File: src/rtl/walsh_pkg.sv
// Shared definitions for the Walsh response compactor.
// Assumes: signature index 0 is the DC function, index 1 the parity function.
package walsh_pkg;
    typedef enum int {
        FN_DC  = 0,
        FN_PAR = 1
    } walsh_fn_e;

    localparam int NUM_FN = 2;
endpackage

File: src/rtl/walsh_ref.sv
// Reference bit generator: for each Walsh function tracked, produces the
// expected response bit for the current vector.
// Assumes: vec is stable while it is sampled; purely combinational.
module walsh_ref
    import walsh_pkg::*;
#(
    parameter int VEC_W = 8
) (
    input  logic [VEC_W-1:0]  vec,
    output logic [NUM_FN-1:0] ref_bits
);
    logic zeros_odd;

    // Parity of the count of zero bits in the vector.
    always_comb zeros_odd = ^(~vec);

    // Select each reference function by its index.
    for (genvar g = 0; g < NUM_FN; g++) begin : g_fn
        if (g == FN_DC) begin : g_dc
            assign ref_bits[g] = 1'b1;
        end else begin : g_par
            assign ref_bits[g] = ~zeros_odd;
        end
    end
endmodule

File: src/rtl/sat_updown.sv
// Signed saturating up/down counter, one step per enabled clock.
// Assumes: synchronous active-low reset; holds at either limit.
module sat_updown #(
    parameter int SIG_W = 24
) (
    input  logic                    clk,
    input  logic                    rst_n,
    input  logic                    en,
    input  logic                    up,
    output logic signed [SIG_W-1:0] cnt
);
    localparam logic signed [SIG_W-1:0] MAX_V = {1'b0, {(SIG_W-1){1'b1}}};
    localparam logic signed [SIG_W-1:0] MIN_V = {1'b1, {(SIG_W-1){1'b0}}};
    localparam logic signed [SIG_W-1:0] ONE_V = {{(SIG_W-1){1'b0}}, 1'b1};

    // Count register: clear, step towards the requested direction, or hold.
    always_ff @(posedge clk) begin
        if (!rst_n) begin
            cnt <= '0;
        end else if (en) begin
            if (up && cnt != MAX_V) begin
                cnt <= cnt + ONE_V;
            end else if (!up && cnt != MIN_V) begin
                cnt <= cnt - ONE_V;
            end
        end
    end
endmodule

File: src/rtl/walsh_sig_compactor.sv
// Walsh coefficient response compactor: one compare-and-update per valid,
// enabled cycle against the DC and parity Walsh functions of the vector.
// Assumes: vec and dut_out belong to the same applied pattern in a cycle.
module walsh_sig_compactor
    import walsh_pkg::*;
#(
    parameter int VEC_W = 8,
    parameter int SIG_W = 24
) (
    input  logic                    clk,
    input  logic                    rst_n,
    input  logic                    run,
    input  logic                    vec_valid,
    input  logic [VEC_W-1:0]        vec,
    input  logic                    dut_out,
    output logic signed [SIG_W-1:0] sig_dc,
    output logic signed [SIG_W-1:0] sig_par
);
    logic [NUM_FN-1:0]       ref_bits;
    logic [NUM_FN-1:0]       agree;
    logic                    upd;
    logic signed [SIG_W-1:0] sig [NUM_FN];

    walsh_ref #(.VEC_W(VEC_W)) u_ref (
        .vec      (vec),
        .ref_bits (ref_bits)
    );

    // An update happens only on a valid vector while running.
    always_comb upd = run & vec_valid;

    // One agreement detector and counter per Walsh function.
    for (genvar g = 0; g < NUM_FN; g++) begin : g_sig
        assign agree[g] = ~(dut_out ^ ref_bits[g]);
        sat_updown #(.SIG_W(SIG_W)) u_cnt (
            .clk   (clk),
            .rst_n (rst_n),
            .en    (upd),
            .up    (agree[g]),
            .cnt   (sig[g])
        );
    end

    // Map counters to named outputs.
    always_comb begin
        sig_dc  = sig[FN_DC];
        sig_par = sig[FN_PAR];
    end
endmodule

File: config.mk
export PLATFORM = sky130hd
export DESIGN_NAME = walsh_sig_compactor
export DESIGN_NICKNAME = d
export VERILOG_FILES = /design/src/rtl/walsh_pkg.sv /design/src/rtl/walsh_ref.sv /design/src/rtl/sat_updown.sv /design/src/rtl/walsh_sig_compactor.sv
export SDC_FILE = /design/constraint.sdc
export NUM_CORES = 1
export LEC_CHECK = 0
export CELL_PAD_IN_SITES_DETAIL_PLACEMENT = 2
export CELL_PAD_IN_SITES_GLOBAL_PLACEMENT = 2
export CORE_MARGIN = 5
export CORE_UTILIZATION = 35
export CTS_CLUSTER_DIAMETER = 50
export DETAILED_ROUTE_END_ITERATION = 7
export PLACE_DENSITY_LB_ADDON = 0.1
export REMOVE_ABC_BUFFERS = 1
export SYNTH_ARGS = -nofsm -noshare
export SYNTH_HDL_FRONTEND = slang
export SYNTH_SLANG_ARGS = --single-unit
File: constraint.sdc
create_clock -name clk -period 12.73 [get_ports clk]
set_clock_uncertainty 0.2 [all_clocks]
set_input_delay 3.1825 -clock clk [delete_from_list [all_inputs] [get_ports clk]]
set_output_delay 3.1825 -clock clk [all_outputs]
set_load 0.03 [all_outputs]
# After elaboration in Yosys (flattened, before gate mapping)

Cells that the tools add are included.

Flip-flop bits (word level): 48
Bits of input ports: 13
Output and inout bits: 48
Logic and storage cells: 29

Add/subtract/negate cells: 4
Equal/unequal tests: 4
Muxes and demuxes: 4
Bitwise logic cells: 6
Reductions and logical operators: 9

Operators by type and width:

| kind                  | count |
|---|---|
| $mux 24               | 4 |
| $ne 24x24->1 const B  | 4 |
| $add 24x2->24 const B | 2 |
| $sub 24x2->24 const B | 2 |
| $not 8->8             | 1 |
| $reduce_xor 8->1      | 1 |
| $logic_and 1x1->1     | 4 |
| $reduce_and 2->1      | 2 |
| $reduce_bool 2->1     | 2 |
| $not 1->1             | 3 |
| $and 1x1->1           | 1 |
| $xor 1x1->1           | 1 |

# Depth between registers and ports, before layout

Gate-level depths: netlist (run 1).

Depth in word-level cells: 8
Gate-level depth with buffers: 14

# Modules after synthesis

Synthesis (run 1) repeated with hierarchy kept, for this count alone.

Cells, all modules: 600
Area, all modules: 4,574.4 um^2

Modules (own cells, without submodules):

| module                      | times used | cells each | area each (um^2) | sequential area each (um^2) |
|---|---|---|---|---|
| sat_updown (g_sig[0].u_cnt) | 1          | 320        | 2,349.8          | 480.5 |
| sat_updown (g_sig[1].u_cnt) | 1          | 268        | 2,128.3          | 480.5 |
| walsh_ref                   | 1          | 9          | 72.6             | 0.0 |
| walsh_sig_compactor         | 1          | 3          | 23.8             | 0.0 |

# Worst setup path after synthesis (run 1)

Ideal clock, no wire load.

Kind: input port to flip-flop
Start: input port vec[2]
End: register g_sig[1].u_cnt.cnt[23]
Library setup time: 71 ps
Arrival: 6,237 ps
Data required time: 12,459 ps
Setup slack: 6,222 ps
Cell stages on the path: 13
Path buffers: 0
Path through: xnor2_1 xnor3_1 xnor2_2 o31ai_4 ha_1 a211oi_1 o31ai_2 o311ai_2 nand4_1 a311oi_1 xor2_1 or3_1 a21oi_1

Word-level cells in the longest chain between the ends: 8

Ends and longest elaborated chain:

| item                        | line                      | RTL |
|---|---|---|
| from (decl)                 | walsh_sig_compactor.sv:14 | `input logic [VEC_W-1:0] vec,` |
| $not 8->8 *                 | walsh_ref.sv:15           | `always_comb zeros_odd = ^(~vec);` |
| $reduce_xor 8->1 *          | walsh_ref.sv:15           |  |
| $not 1->1 *                 | walsh_ref.sv:22           | `assign ref_bits[g] = ~zeros_odd;` |
| $xor 1x1->1 *               | walsh_sig_compactor.sv:34 | `assign agree[g] = ~(dut_out ^ ref_bits[g]);` |
| $not 1->1                   | walsh_sig_compactor.sv:34 |  |
| $logic_and 1x1->1           | sat_updown.sv:21          | `if (up && cnt != MAX_V) begin` |
| $reduce_bool 2->1 (no line) | n/a                       |  |
| $reduce_and 2->1 (no line)  | n/a                       |  |
| to (signal assigned)        | sat_updown.sv:22          | `cnt <= cnt + ONE_V;` |
| to (signal assigned)        | sat_updown.sv:24          | `cnt <= cnt - ONE_V;` |
| to (decl)                   | sat_updown.sv:10          | `output logic signed [SIG_W-1:0] cnt` |

Mark *: on every way between the ends. The rest lies on a longest branch, timed or not.
A chain may end at the register's enable or synchronous reset.

# Worst setup path in the final report (run 1)

Ends and elaborated chain as after synthesis.

==> impl_metrics.ini, run 1 <==
[layout]
max_flop_register = g_sig.u_cnt.cnt
fin_util = 0.434
nNetsFinal = 653
reg_top3 = g_sig.u_cnt.cnt: 48 flops
fin_area_mm2 = 0.00523
finalNonFillerCells = 763
area_delta_synth_final_pct = 20.7
drive_above_1_share = 0.0471
largest_reg_flops = 48
n_antenna_cell = 0

[hold_path]
hp-start = g_sig[0].u_cnt.cnt[15]$_SDFFE_PN0P_
min_to = g_sig[0].u_cnt.cnt[15]$_SDFFE_PN0P_
hold_depth = 2
hold_path.class = flip-flop to flip-flop

[sta]
slew_headroom = 0.144
whs_ns = 0.339
setup_viol = 0
period_share = 0.565
hold_violations = 0
clock.fmax_mhz = 139
period_needed_ns = 7.20
tightest_slew_ns = 1.28
final.setup.tns_ns = 0
worst_slack_ns = 5.53
rsz0062_at_grt = no
drv_slew = 0

[power]
powerDensity_mw_per_mm2 = 169
ir_worst_vdd_mv = 0.0710
leakagePower_nw = 2.07
total_power_uw = 886

[clock_network]
htree_levels = 2
numCtsBuffers = 5
cts.sinks = 48
clock_latency_ns = 0.31
ctsLongestPathBuffers = 2
clk_pin_slew_ns = 0.07
ctsHoldBuffers = 0
cts_root_buf = clkbuf_16
cts_tree = done
cts-resized-gates = 0
post_cts_buffers = 0

[worst_setup_path]
critPathTopFamily = compound AO/OA/AOI/OAI gates
crit_type = input pin to flip-flop
cp-start-kind = input pin
cpMaxStageDelayCell = xnor3_1
rrSetupSlack_ns = 7.70
critPathRequiredTime_ns = 12.77
r2r-start = g_sig[1].u_cnt.cnt[0]$_SDFFE_PN0P_
critPathMaxFanout = 26
reg2reg_depth = 12
critPathCaptureType = flip-flop
r2r_end = g_sig[1].u_cnt.cnt[23]$_SDFFE_PN0P_
slowest_delay_ns = 0.47
cp.arrival_ns = 7.24
critPathBufInv = 1
crit_chain = clkdlybuf4s50_1 > xnor2_1 > xnor3_1 > xnor2_2 > o31ai_4 > ha_1 > a211oi_1 > o31ai_2 > o311ai_2 > nand4_1 > a311oi_1 > xor2_1 > or3_1 > a21oi_1

[placed_design]
dp.cells = 755
place_ws_ns = 5.17
postPlaceCellArea_mm2 = 0.00508
gp_congestion = 0.848
portBuffers = 60
place_hpwl_mm = 11.5

[die]
fp.coreArea_mm2 = 0.0121
num_io_pins = 61
num_rows = 40
die_w_um = 121
die_height_um = 121
dieArea_mm2 = 0.0147
start_util = 0.359

[synthesis]
synthArstFlopShare = 0
synth_area_leader_cell = dfxtp_1
synth_top_family_by_area = compound AO/OA/AOI/OAI gates
syn_avg_cell_area_um2 = 8.01
syn_inst = 541
synth_xor_area_frac = 0.0834
yosys-top-cells-area = dfxtp_1 22%, ha_1 13%, a21oi_1 6.6%
synth-simple-area-share = 0.230
synth_fa_ha_area_frac = 0.136
synth-compound-area-share = 0.265
synth-edff-count = 0
synth_mux_area_frac = 0.0323
synth_ff_type = dfxtp_1
synth_top_area_frac = 0.222
ys_seq_area_frac = 0.222
synth_area_mm2 = 0.00433
yosysWarnings = 0
ys_seq_elements = 48
netlist-cell-type-count = 67

[global_route]
grt_pass1_vias = 4797
grt_pass1_wl_mm = 25.2
grt_use_total = 0.212
grt_overflow = 0
grt_max_degree = 44
antenna_found_initial = 0

[route]
drt_iter0_drc = 159
drt-wirelength-per-cell_um = 20.1
firstDrtPassIters = 4
wl_mm = 15.3
drc = 0
via_count = 4429
viasPerCell = 5.80
ant_nets = 0

[run]
maxCapViolCount = 0

[outcome]
outcome = completed
==> how the worst max path moves through the flow <==
stage	slack, ns	cells past startpoint	end	startpoint
2_1_floorplan	6.21	13	g_sig[1].u_cnt.cnt[23]$_SDFFE_PN0P_	vec[2]
3_3_place_gp	5.33	14	g_sig[1].u_cnt.cnt[23]$_SDFFE_PN0P_	vec[2]
3_5_place_dp	5.17	14	g_sig[1].u_cnt.cnt[23]$_SDFFE_PN0P_	vec[2]
4_1_cts	5.50	14	g_sig[1].u_cnt.cnt[23]$_SDFFE_PN0P_	vec[2]
5_1_grt	5.28	14	g_sig[1].u_cnt.cnt[23]$_SDFFE_PN0P_	vec[2]
6_report	5.53	14	g_sig[1].u_cnt.cnt[23]$_SDFFE_PN0P_	vec[2]
==> cell usage after synthesis (all sizes together), types with 6 or more instances <==
cell type,count
nor2,66
a21oi,59
dfxtp,48
ha,44
nand2,31
o21ai,29
xnor2,25
nand3,24
nand4,19
a21o,16
mux2i,14
nor4,13
xor2,12
inv,11
a211oi,9
clkbuf,9
buf,8
nor3,8
o211ai,8
o21bai,8
nand2b,6
nor2b,6
==> cells in the final DEF (no fill, tap or decap), types with 4 or more instances in the layout <==
master	n
nand3b_1	4
o31a_1	4
nand3_1	24
xor2_1	12
a211oi_1	8
nand2_1	30
clkdlybuf4s50_1	60
a21o_1	15
mux2i_1	14
nor2b_1	6
nor3_1	8
clkbuf_16	5
nand4b_1	4
o21bai_1	8
o211ai_1	8
a31oi_1	4
dfxtp_1	48
inv_1	11
nand2b_1	6
xnor2_1	23
o21ai_0	26
a21oi_1	57
ha_1	44
nor4_1	13
nor2_1	66
o21a_1	5
nand4_1	19
==> final cells by class <==
type	count	area, um2
tap	168	210
inverter	11	41.3
fill	1389	6830
multi-input combinational	465	3240
sequential	48	961
timing repair buffer	63	623
clock buffer	6	139
clock inverter	2	15.0
==> routing by layer <==
metal | vias to the layer above | wire length (um) | track usage
met4 | 0 | 271 | 0.0476
met2 | 62 | 8090 | 0.402
li1 | 2147 | - | -
met1 | 2201 | 6640 | 0.249
met5 | - | 0 | 0
met3 | 19 | 338 | 0.0317
==> worst min-delay path, stage by stage (launching register included) <==
cell and delay, ns:
dfxtp_1 0.37, nand2_1 0.08, a21oi_1 0.05
==> report_power, final <==
part | switching [mW] | leakage [nW] | internal, mW
logic | 0.317 | 1.61 | 0.209
clock network | 0.0688 | 0.0691 | 0.0785
registers | 0.0380 | 0.392 | 0.174
==> cell families (layout without fill, tap and decap cells) <==
family / after synthesis / in the layout
flops: 48 / 48
buf+inv: 28 / 82
fa+ha+maj: 46 / 46
compound gates: 170 / 170
simple gates: 197 / 197
xor+xnor: 38 / 38
mux: 14 / 14
Power figures use the tool's default switching activity.
==> inputs of run 2 (changes only) <==
Settings changed: CORE_UTILIZATION 35 to 30.
Clock period 12.73 ns to 6.5 ns, I/O delays scaled along.
==> impl_metrics.ini, run 2 (synthesis results as in run 1) <==
[outcome]
outcome = completed

[route]
drt_iter0_drc = 105
wl_met2_mm = 8.31
viasPerCell = 5.58
drc = 0
drt-wirelength-per-cell_um = 20.0
via_count = 4359
ant_nets = 0
firstDrtPassIters = 4
wl_met1_mm = 6.70
wl_mm = 15.6
wl_met3_um = 318
top_layer_used = met4

[placed_design]
gp_congestion = 0.849
place_hpwl_mm = 12.0
postPlaceCellArea_mm2 = 0.00511
portBuffers = 60

[run]
maxCapViolCount = 0

[worst_setup_path]
critPathCaptureType = flip-flop
cp.arrival_ns = 5.57
critPathTopFamily = compound AO/OA/AOI/OAI gates
crit_chain = clkdlybuf4s50_1 > xnor2_1 > xnor3_1 > xnor2_2 > o31ai_4 > buf_4 > ha_1 > a21o_1 > a21o_1 > a21oi_1 > o21ai_0 > a311oi_1 > xor2_1 > or3_1 > a21oi_1
crit_type = input pin to flip-flop
reg2reg_depth = 13
critPathMaxFanout = 16
path_depth = 15
cpMaxStageDelayCell = xnor3_1
cp-start-kind = input pin
critPathBufInv = 2
critPathRequiredTime_ns = 6.53
slowest_delay_ns = 0.46

[layout]
nNetsFinal = 655
fillerInstances = 1636
final_common_cell = nor2_1
area_delta_synth_final_pct = 22.9
layout_common_cells = 66 x nor2_1, 60 x clkdlybuf4s50_1, 57 x a21oi_1, 48 x dfxtp_1, 44 x ha_1
largest_reg_flops = 48
fin_area_mm2 = 0.00533
n_antenna_cell = 0
max_flop_register = g_sig.u_cnt.cnt
reg_top3 = g_sig.u_cnt.cnt: 48 flops
drive_above_1_share = 0.0503

[power]
combPwrFrac = 0.562
powerDensity_mw_per_mm2 = 348
leakagePower_nw = 2.11
pwr-share-seq = 0.226
p_sw_uw = 838
total_power_mw = 1.85
switching_share = 0.452
clockPowerShare = 0.213
ir_worst_vdd_mv = 0.152
intPower_mw = 1.01

[die]
num_io_pins = 61
num_rows = 44
fp.coreArea_mm2 = 0.0144
dieArea_mm2 = 0.0170
die_w_um = 130
start_util = 0.302
die_height_um = 130

[sta]
slew_headroom = 0.288
drv_slew = 0
clock.fmax_mhz = 181
period_needed_ns = 5.54
final.setup.tns_ns = 0
period_share = 0.852
rsz0062_at_grt = no
hold_violations = 0
setup_viol = 0
tightest_slew_ns = 1.07

[clock_network]
cts_tree = done
numCtsBuffers = 5
cts_root_buf = clkbuf_16
clock_latency_ns = 0.30
htree_levels = 2
cts.sinks = 48
ctsLongestPathBuffers = 2
post_cts_buffers = 0
ctsHoldBuffers = 0
cts-resized-gates = 0
clk_pin_slew_ns = 0.07

[global_route]
grt_pass1_vias = 4872
grt_overflow = 0
grt_max_degree = 32
grt_use_total = 0.188
antenna_found_initial = 0
grt_pass1_wl_mm = 25.4

[hold_path]
hold_path.class = flip-flop to flip-flop
hold_depth = 2
[run 2: cell types whose count changed in the layout (fill, tap and decap cells not counted), sizes merged]
cell / before / now
buf: 3 / 5
clkbuf: 6 / 5
clkinvlp: 2 / 0
bufinv: 0 / 3
[run 2: worst min-delay path, cell delays in order, from the launching register on]
cell,delay [ns]
dfxtp_1,0.37
nand2_2,0.08
a21oi_2,0.04
[run 2: area by class of cell]
cell class	instances	area (um2)	share of cell area
flip-flops and latches	48	961	0.180
inverters	11	41.3	0.00775
clock buffers	5	125	0.0235
multi-input cells	465	3240	0.608
repair buffers	65	638	0.120
clock inverters	3	90.1	0.0169
well taps	184	230	0.0432
[run 2: worst paths after layout]
check	from	to	slack (ns)
hold / removal	g_sig[1].u_cnt.cnt[12]$_SDFFE_PN0P_	g_sig[1].u_cnt.cnt[12]$_SDFFE_PN0P_	0.33
setup / recovery	vec[2]	g_sig[1].u_cnt.cnt[23]$_SDFFE_PN0P_	0.96
hold reg to reg	g_sig[1].u_cnt.cnt[12]$_SDFFE_PN0P_	g_sig[1].u_cnt.cnt[12]$_SDFFE_PN0P_	0.33
setup reg to reg	g_sig[1].u_cnt.cnt[0]$_SDFFE_PN0P_	g_sig[1].u_cnt.cnt[23]$_SDFFE_PN0P_	1.83
[run 2: power groups by stage]
stage	Combinational [mW]	Clock, mW	Sequential (mW)
final	1.04	0.394	0.418
after global routing	1.14	0.416	0.429
after CTS	1.05	0.408	0.420
after detailed placement	1.04	0	0.426
after global placement	1.00	0	0.424
after floorplan	0.640	0	0.490
[run 2: stage by stage]
step / setup WS (ns) / util / instances / hold WS (ns)
final: 0.965 / 0.371 / 781 / 0.330
after global routing: 0.709 / 0.371 / 781 / 0.367
after CTS: 0.940 / 0.371 / 781 / 0.338
after detailed placement: 0.742 / 0.356 / 773 / 0.323
after global placement: 0.793 / 0.356 / 773 / 0.318
after floorplan: 1.54 / - / 524 / 0.397
[run 2: routing by layer]
metal / vias to the layer above / GRT usage
met5: - / 0
met4: 0 / 0.0495
li1: 2152 / -
met3: 17 / 0.0282
met1: 2140 / 0.215
met2: 50 / 0.360
==> inputs of run 3 (changes only) <==
--- a/config.mk
+++ b/config.mk
@@ -13,3 +13,3 @@
 export DETAILED_ROUTE_END_ITERATION = 7
-export PLACE_DENSITY_LB_ADDON = 0.1
+export PLACE_DENSITY = 0.83
 export REMOVE_ABC_BUFFERS = 1
--- a/constraint.sdc
+++ b/constraint.sdc
@@ -4,2 +4,2 @@
 set_output_delay 1.625 -clock clk [all_outputs]
-set_load 0.03 [all_outputs]
+set_load 0.1 [all_outputs]
==> impl_metrics.ini, run 3 (synthesis results as in run 1) <==
[route]
drc = 0
wl_mm = 15.9
ant_nets = 0
drt_iter0_drc = 134
via_count = 4479
firstDrtPassIters = 4
drt-wirelength-per-cell_um = 20.3
viasPerCell = 5.73

[layout]
max_flop_register = g_sig.u_cnt.cnt
drive_above_1_share = 0.0486
largest_reg_flops = 48
multi_input_area_mm2 = 0.00324
nNetsFinal = 655
finalNonFillerCells = 781
layout_common_cells = 66 x nor2_1, 60 x clkdlybuf4s50_1, 57 x a21oi_1, 48 x dfxtp_1, 44 x ha_1
final_common_cell = nor2_1
n_antenna_cell = 0
reg_top3 = g_sig.u_cnt.cnt: 48 flops
area_delta_synth_final_pct = 21.7
fillerInstances = 1630
seqCellArea_um2 = 961

[worst_setup_path]
critPathBufInv = 2
cp.arrival_ns = 5.46
critPathTopFamily = compound AO/OA/AOI/OAI gates
crit_type = input pin to flip-flop
r2r-start = g_sig[1].u_cnt.cnt[0]$_SDFFE_PN0P_
rrSetupSlack_ns = 1.97
critPathMaxFanout = 15
slowest_delay_ns = 0.48
r2r_end = g_sig[1].u_cnt.cnt[23]$_SDFFE_PN0P_
critPathRequiredTime_ns = 6.53
cp-start-kind = input pin
critPathCaptureType = flip-flop
cpMaxStageDelayCell = clkdlybuf4s50_1
reg2reg_depth = 13
crit_chain = clkdlybuf4s50_1 > xnor2_1 > xnor3_1 > xnor2_2 > o31ai_4 > buf_4 > ha_1 > a21o_1 > a21o_1 > a21oi_1 > o21ai_0 > a311oi_1 > xor2_1 > or3_1 > a21oi_1

[clock_network]
ctsLongestPathBuffers = 2
numCtsBuffers = 5
cts_tree = done
clk_pin_slew_ns = 0.07
cts_root_buf = clkbuf_16
htree_levels = 2
cts-resized-gates = 0
post_cts_buffers = 0
ctsHoldBuffers = 0
cts.sinks = 48
clock_latency_ns = 0.31

[placed_design]
gp_congestion = 0.839
place_hpwl_mm = 12.4
dp.cells = 773
portBuffers = 60

[hold_path]
min_to = g_sig[0].u_cnt.cnt[23]$_SDFFE_PN0P_
hold_depth = 2
hp-start = g_sig[0].u_cnt.cnt[23]$_SDFFE_PN0P_
hold_path.class = flip-flop to flip-flop

[die]
num_io_pins = 61
start_util = 0.302
dieArea_mm2 = 0.0170
fp.coreArea_mm2 = 0.0144
num_rows = 44
die_height_um = 130
die_w_um = 130

[global_route]
grt_overflow = 0
grt_use_total = 0.192
grt_pass1_vias = 4916
antenna_found_initial = 0
grt_max_degree = 32
grt_pass1_wl_mm = 25.9

[sta]
final.setup.tns_ns = 0
whs_ns = 0.322
hold_violations = 0
period_needed_ns = 5.43
rsz0062_at_grt = no
period_share = 0.836
clock.fmax_mhz = 184
slew_headroom = 0.316
tightest_slew_ns = 1.03
setup_viol = 0
drv_slew = 0

[power]
powerDensity_mw_per_mm2 = 383
total_power_mw = 2.02
ir_worst_vdd_mv = 0.232
leakagePower_nw = 2.09

[run]
maxCapViolCount = 0

[outcome]
outcome = completed
-- run 3: how the worst max path moves through the flow --
stage               slack (ns)  depth (start not counted)                                   to   start
finish                    1.07                         15  g_sig[1].u_cnt.cnt[23]$_SDFFE_PN0P_  vec[2]
global route              0.79                         15  g_sig[1].u_cnt.cnt[23]$_SDFFE_PN0P_  vec[2]
CTS                       1.06                         15  g_sig[1].u_cnt.cnt[23]$_SDFFE_PN0P_  vec[2]
detailed placement        0.74                         15  g_sig[1].u_cnt.cnt[23]$_SDFFE_PN0P_  vec[3]
global placement          0.91                         15  g_sig[1].u_cnt.cnt[23]$_SDFFE_PN0P_  vec[2]
floorplan                 1.54                         13  g_sig[1].u_cnt.cnt[23]$_SDFFE_PN0P_  vec[2]
-- run 3: layout make-up --
class	instances	area share
Multi-Input combinational cell	465	0.614
Clock inverter	2	0.00664
Sequential cell	48	0.182
Timing Repair Buffer	65	0.121
Clock buffer	6	0.0244
Tap cell	184	0.0436
Inverter	11	0.00783
-- run 3: power breakdown --
group	leakage, nW	switching (mW)	internal (mW)
sequential	0.392	0.0802	0.341
clock	0.0808	0.129	0.182
combinational	1.62	0.873	0.414
-- run 3: metrics by stage --
stage / area, um2 / worst slack, ns / utilization
after detailed placement: 5110 / 0.737 / 0.356
after global routing: 5280 / 0.792 / 0.367
after floorplan: 4240 / 1.54 / -
after CTS: 5280 / 1.06 / 0.367
after global placement: 5110 / 0.909 / 0.356
final: 5280 / 1.07 / 0.367
-- run 3: tightest hold or removal path, cell delays in order, from the launching register on --
cell,delay (ns)
dfxtp_1,0.35
nand2_1,0.07
mux2i_1,0.05
-- run 3: routing by layer --
layer  GRT usage  share of wire
met1       0.232           0.43
met2       0.339           0.50
met3      0.0278          0.032
met5           0              0
met4      0.0825          0.036
